**src/rtl/clkfan_pkg.sv**
```systemverilog
package clkfan_pkg;
  typedef enum logic [2:0] {
    RX_IDLE, RX_ADDR, RX_CMD, RX_CNT, RX_DATA, RX_SKIP
  } rx_state_t;
endpackage

```
**src/rtl/clkfan_line_sync.sv**
```systemverilog
module clkfan_line_sync #(
  parameter int STAGES = 2
) (
  input  logic clk,
  input  logic rst,
  input  logic scl_i,
  input  logic sda_i,
  output logic sda_o,
  output logic start_o,
  output logic stop_o,
  output logic rise_o,
  output logic fall_o
);
  logic [STAGES-1:0] scl_pipe, sda_pipe;
  logic scl_prev, sda_prev;
  logic scl_s, sda_s;

  assign scl_s = scl_pipe[STAGES-1];
  assign sda_s = sda_pipe[STAGES-1];

  always_ff @(posedge clk) begin
    if (rst) begin
      scl_pipe <= '1;
      sda_pipe <= '1;
      scl_prev <= 1'b1;
      sda_prev <= 1'b1;
    end else begin
      scl_pipe <= {scl_pipe[STAGES-2:0], scl_i};
      sda_pipe <= {sda_pipe[STAGES-2:0], sda_i};
      scl_prev <= scl_s;
      sda_prev <= sda_s;
    end
  end

  assign sda_o   = sda_s;
  assign start_o = scl_s & scl_prev & sda_prev & ~sda_s;
  assign stop_o  = scl_s & scl_prev & ~sda_prev & sda_s;
  assign rise_o  = scl_s & ~scl_prev;
  assign fall_o  = ~scl_s & scl_prev;
endmodule

```
**src/rtl/clkfan_byte_rx.sv**
```systemverilog
module clkfan_byte_rx
  import clkfan_pkg::*;
#(
  parameter int         NUM_OUT  = 10,
  parameter logic [6:0] DEV_ADDR = 7'h69
) (
  input  logic               clk,
  input  logic               rst,
  input  logic               start_i,
  input  logic               stop_i,
  input  logic               rise_i,
  input  logic               fall_i,
  input  logic               sda_i,
  output logic               ack_o,
  output logic [NUM_OUT-1:0] en_o
);
  localparam int NBYTES = (NUM_OUT + 7) / 8;
  localparam int IDX_W  = $clog2(NBYTES + 1);

  rx_state_t        state;
  logic [3:0]       bitcnt;
  logic [7:0]       shreg;
  logic [IDX_W-1:0] idx;

  always_ff @(posedge clk) begin
    if (rst) begin
      state  <= RX_IDLE;
      bitcnt <= '0;
      shreg  <= '0;
      ack_o  <= 1'b0;
      idx    <= '0;
      en_o   <= '1;
    end else if (start_i) begin
      state  <= RX_ADDR;
      bitcnt <= '0;
      ack_o  <= 1'b0;
    end else if (stop_i) begin
      state  <= RX_IDLE;
      bitcnt <= '0;
      ack_o  <= 1'b0;
    end else begin
      if (rise_i && bitcnt < 4'd8 && state != RX_IDLE) begin
        shreg  <= {shreg[6:0], sda_i};
        bitcnt <= bitcnt + 4'd1;
      end
      if (fall_i) begin
        if (bitcnt == 4'd8) begin
          bitcnt <= 4'd9;
          unique case (state)
            RX_ADDR: begin
              if (shreg == {DEV_ADDR, 1'b0}) begin
                ack_o <= 1'b1;
                state <= RX_CMD;
              end else begin
                state <= RX_SKIP;
              end
            end
            RX_CMD: begin
              ack_o <= 1'b1;
              state <= RX_CNT;
            end
            RX_CNT: begin
              ack_o <= 1'b1;
              state <= RX_DATA;
              idx   <= '0;
            end
            RX_DATA: begin
              ack_o <= 1'b1;
              if (int'(idx) < NBYTES) begin
                for (int i = 0; i < NUM_OUT; i++)
                  if (int'(idx) == i / 8) en_o[i] <= shreg[i % 8];
                idx <= idx + 1'b1;
              end
            end
            default: ;
          endcase
        end else if (bitcnt == 4'd9) begin
          bitcnt <= '0;
          ack_o  <= 1'b0;
        end
      end
    end
  end


  ack_state_chk: assert property (@(posedge clk) disable iff (rst)
    ack_o |-> (state == RX_CMD || state == RX_CNT || state == RX_DATA));

  skip_quiet_chk: assert property (@(posedge clk) disable iff (rst)
    (state == RX_SKIP || state == RX_IDLE) |-> !ack_o);

  ack_window_chk: assert property (@(posedge clk) disable iff (rst)
    ack_o |-> (bitcnt == 4'd9));

  rst_all_on_chk: assert property (@(posedge clk) disable iff (rst)
    $past(rst) |-> (&en_o));
endmodule

```
**src/rtl/clkfan_gate_bank.sv**
```systemverilog
module clkfan_gate_bank #(
  parameter int NUM_OUT = 10
) (
  input  logic               clk,
  input  logic               rst,
  input  logic [NUM_OUT-1:0] en_i,
  output logic [NUM_OUT-1:0] gclk_o
);
  logic [NUM_OUT-1:0] en_mid, en_lo;

  always_ff @(posedge clk) begin
    if (rst) en_mid <= '1;
    else     en_mid <= en_i;
  end

  always_ff @(negedge clk) begin
    if (rst) en_lo <= '1;
    else     en_lo <= en_mid;
  end

  for (genvar g = 0; g < NUM_OUT; g++) begin : g_gate
    assign gclk_o[g] = clk & en_lo[g];
  end


  lag_chk: assert property (@(posedge clk) disable iff (rst)
    en_lo == en_mid);
endmodule

```
**src/rtl/clkfan_ctrl.sv**
```systemverilog
module clkfan_ctrl #(
  parameter int         NUM_OUT  = 10,
  parameter logic [6:0] DEV_ADDR = 7'h69,
  parameter int         STAGES   = 2
) (
  input  logic               clk_ref_i,
  input  logic               rst_i,
  input  logic               scl_i,
  input  logic               sda_i,
  output logic               sda_pull_o,
  input  logic               oe_i,
  output logic [NUM_OUT-1:0] gclk_o,
  output logic [NUM_OUT-1:0] gclk_drive_o
);
  logic sda_s, start_p, stop_p, rise_p, fall_p;
  logic [NUM_OUT-1:0] en_w;

  clkfan_line_sync #(.STAGES(STAGES)) i_sync (
    .clk(clk_ref_i), .rst(rst_i), .scl_i(scl_i), .sda_i(sda_i),
    .sda_o(sda_s), .start_o(start_p), .stop_o(stop_p),
    .rise_o(rise_p), .fall_o(fall_p));

  clkfan_byte_rx #(.NUM_OUT(NUM_OUT), .DEV_ADDR(DEV_ADDR)) i_rx (
    .clk(clk_ref_i), .rst(rst_i), .start_i(start_p), .stop_i(stop_p),
    .rise_i(rise_p), .fall_i(fall_p), .sda_i(sda_s),
    .ack_o(sda_pull_o), .en_o(en_w));

  clkfan_gate_bank #(.NUM_OUT(NUM_OUT)) i_gate (
    .clk(clk_ref_i), .rst(rst_i), .en_i(en_w), .gclk_o(gclk_o));

  assign gclk_drive_o = {NUM_OUT{oe_i}};
endmodule

```
**config.mk**
```make
export PLATFORM = sky130hd
export DESIGN_NAME = clkfan_ctrl
export DESIGN_NICKNAME = d
export VERILOG_FILES = /design/src/rtl/clkfan_pkg.sv /design/src/rtl/clkfan_line_sync.sv /design/src/rtl/clkfan_byte_rx.sv /design/src/rtl/clkfan_gate_bank.sv /design/src/rtl/clkfan_ctrl.sv
export SDC_FILE = /design/constraint.sdc
export NUM_CORES = 1
export LEC_CHECK = 0
export CAP_MARGIN = 20
export CELL_PAD_IN_SITES_DETAIL_PLACEMENT = 0
export CELL_PAD_IN_SITES_GLOBAL_PLACEMENT = 1
export CORE_MARGIN = 5
export CORE_UTILIZATION = 51
export CTS_BUF_LIST = sky130_fd_sc_hd__clkbuf_8 sky130_fd_sc_hd__clkbuf_16
export DETAILED_ROUTE_END_ITERATION = 10
export DONT_BUFFER_PORTS = 1
export HOLD_SLACK_MARGIN = 0.1
export PLACE_DENSITY = 0.78
export SLEW_MARGIN = 20
export SYNTH_ARGS = -nofsm -noshare
export SYNTH_HDL_FRONTEND = slang
export SYNTH_HIERARCHICAL = 1
export SYNTH_SLANG_ARGS = --single-unit
```
**constraint.sdc**
```tcl
create_clock -name clk_ref_i -period 5.68 [get_ports clk_ref_i]
set_clock_uncertainty 0.15 [all_clocks]
set_input_delay 1.136 -clock clk_ref_i [delete_from_list [all_inputs] [get_ports clk_ref_i]]
set_output_delay 1.136 -clock clk_ref_i [all_outputs]
set_load 0.01 [all_outputs]
```
==> impl_metrics.yaml <==
drt:
  wl_mm: 3.466
  drcViolationCount: 0
  antenna_left: 0
  vias: 1429
  viasPerCell: 5.067
  drt-initial-drc-count: 50
  firstDrtPassIters: 4
  wl_per_cell_um: 12.29
grt:
  grt_antenna_before_repair: 0
  grt.total_usage: 0.1463
  grt-ovfl-total: 0
  first_global_vias: 1465
  grt_max_degree: 59
  grt_pass1_wl_mm: 6.113
logic_synthesis:
  syn_nets: 242
  avgSynthCellArea_um2: 9.481
  synth_top_area_frac: 0.4915
  synth_cells: 232
  yosys.area.top_type: "dfxtp_1"
  yosys_warnings: 6
  yosysMostFrequentCell: "dfxtp_1"
  synthDistinctLibCells: 36
  async_flop_share: 0
  synth_edf_count: 0
  synth_common_cells: "dfxtp_1, or2_1, nor2_1"
  ys_ff_latch: 54
  ys_top_cells_by_area: "dfxtp_1, or2_1, nor2_1"
  synthFlopType: "dfxtp_1"
  seq_area_frac_synth: 0.4915
  syn_area_um2: 2200
worst_setup_path:
  worst_setup_path_start_kind: "register"
  crit_cells: 1
  worstPathMaxFanout: 1
  reg2reg_setup_slack_ns: 2.12
  max_stage_delay_ns: 0.30
  worstSetupPathType: "reg2out"
  critPathRequiredTime_ns: 4.39
  cpMaxStageDelayCell: "dfxtp_1"
  path_buf_inv: 0
  startpoint: "i_gate/en_lo[0]$_SDFF_NP1_"
  critical_path.endpoint_type: "output pin"
  critical_path_arrival_ns: 3.79
  reg2reg_from: "i_gate/en_mid[2]$_SDFF_PP1_"
  reg2regPathDepth: 1
  path_delay_family: "flip-flops"
  critical_path.cell_chain: "and2_1"
hold_path:
  hp-class: "reg2reg"
  hp-start: "i_sync/scl_pipe[0]$_SDFF_PP1_"
  hold_depth: 1
die:
  die_x_um: 75.68
  coreArea_um2: 4086
  initial_utilization: 0.5383
  dieArea_um2: 5727
  chipHeight_um: 75.68
  num_rows: 23
  pin_count: 26
cts:
  ctsResizeCount: 0
  clock_latency_ns: 0.42
  clkSlewWorstSetupHoldPaths_ns: 0.10
  cts_tree: "built"
  post_cts_buffers: 0
  cts_hold_buf: 0
power_and_ir_drop:
  power_density_nw_per_um2: 353.8
  leakage_nw: 0.8173
  peakVddDrop_mv: 0.1726
timing:
  max_slew_margin: 0.5386
  tightest_slew_ns: 0.6870
  setup-violations-final: 0
  grt_setup_unrepaired: "no"
  setup_tns_ns: 0
  hold_viol: 0
  slew_viol_final: 0
finish:
  final_area_um2: 2308
  fin_cells: 282
  num_antenna_cells: 0
  n_fill_cell: 374
  fin_nets: 240
  area_delta_synth_final_pct: 4.949
  final_util: 0.5649
  layout-drive-gt1-share: 0.08190
placed_design:
  dp.cells: 260
  routabilityCongestion: 0.7541
  placed_area_um2: 2121
  io_buffers: 0
  place_hpwl_mm: 2.367
run:
  drv_cap: 0
outcome:
  status: "complete, no violations"
cells in the final DEF (no fill, tap or decap), types with 3 or more instances in the layout:
cell      count
dfxtp_1      54
or2_1        26
nor2_1       25
inv_1        17
a21oi_1      16
nor3_1       15
and2_1       10
clkbuf_8      9
mux2i_1       9
nand2_1       5
ha_1          5
nand3_1       4
and4b_1       3
or3_1         3
nand4b_1      3
nor2b_1       3
o21ai_0       3
cell type report:
cell class,count,area (um2),area share
clock buffer,9,123.9,0.05366
inverter,6,22.52,0.009756
tap,50,62.56,0.02710
multi-input combinational,149,950.9,0.4119
clock inverter,14,67.56,0.02927
sequential,54,1081,0.4683
metal layers:
metal	vias up	share of wire	track usage
met5	-	0	0
met4	0	0.014	0.1010
met3	7	0.064	0.06596
met2	23	0.45	0.2234
met1	636	0.48	0.1623
li1	763	-	-
state kept, by name, indices dropped and copies added (netlist names):
register         flops
i_sync/scl_pipe      2
i_gate/en_mid       10
i_rx/shreg           8
i_rx/en_o           10
i_rx/ack_o           1
i_sync/sda_pipe      2
i_sync/scl_prev      1
i_rx/idx             2
i_sync/sda_prev      1
i_rx/state           3
i_rx/bitcnt          4
i_gate/en_lo        10
kinds of logic after synthesis:
| kind of cell | synth area share |
|---|---|
| AND/OR/NAND/NOR | 0.2810 |
| flip-flops | 0.4915 |
| buffers and inverters | 0.07622 |
| multiplexers | 0.04096 |
| XOR/XNOR | 0.007965 |
| AO/OA/AOI/OAI | 0.07395 |
| adder cells (fa/ha/maj) | 0.02844 |
final timing paths:
check,end
max,gclk_o[0]
min,i_sync/scl_pipe[1]$_SDFF_PP1_
max reg2reg,i_gate/en_lo[2]$_SDFF_NP1_
min reg2reg,i_sync/scl_pipe[1]$_SDFF_PP1_
report_power, final:
group          switching, mW  internal [mW]  leakage, nW
Clock                  0.230          0.197        0.160
Combinational        0.00450        0.00316        0.220
Sequential           0.00180          0.381        0.437
per-stage QoR:
step                hold WS, ns  setup slack, ns  total power, mW
global route             0.3072           0.5371           0.8689
global placement         0.2468            1.111           0.5032
detailed placement       0.2454            1.098           0.5035
CTS                      0.2698           0.5766           0.8413
floorplan                0.2332            1.114           0.5280
finish                   0.2668           0.6039           0.8168
Note: power is estimated with default switching activity, not from simulation.
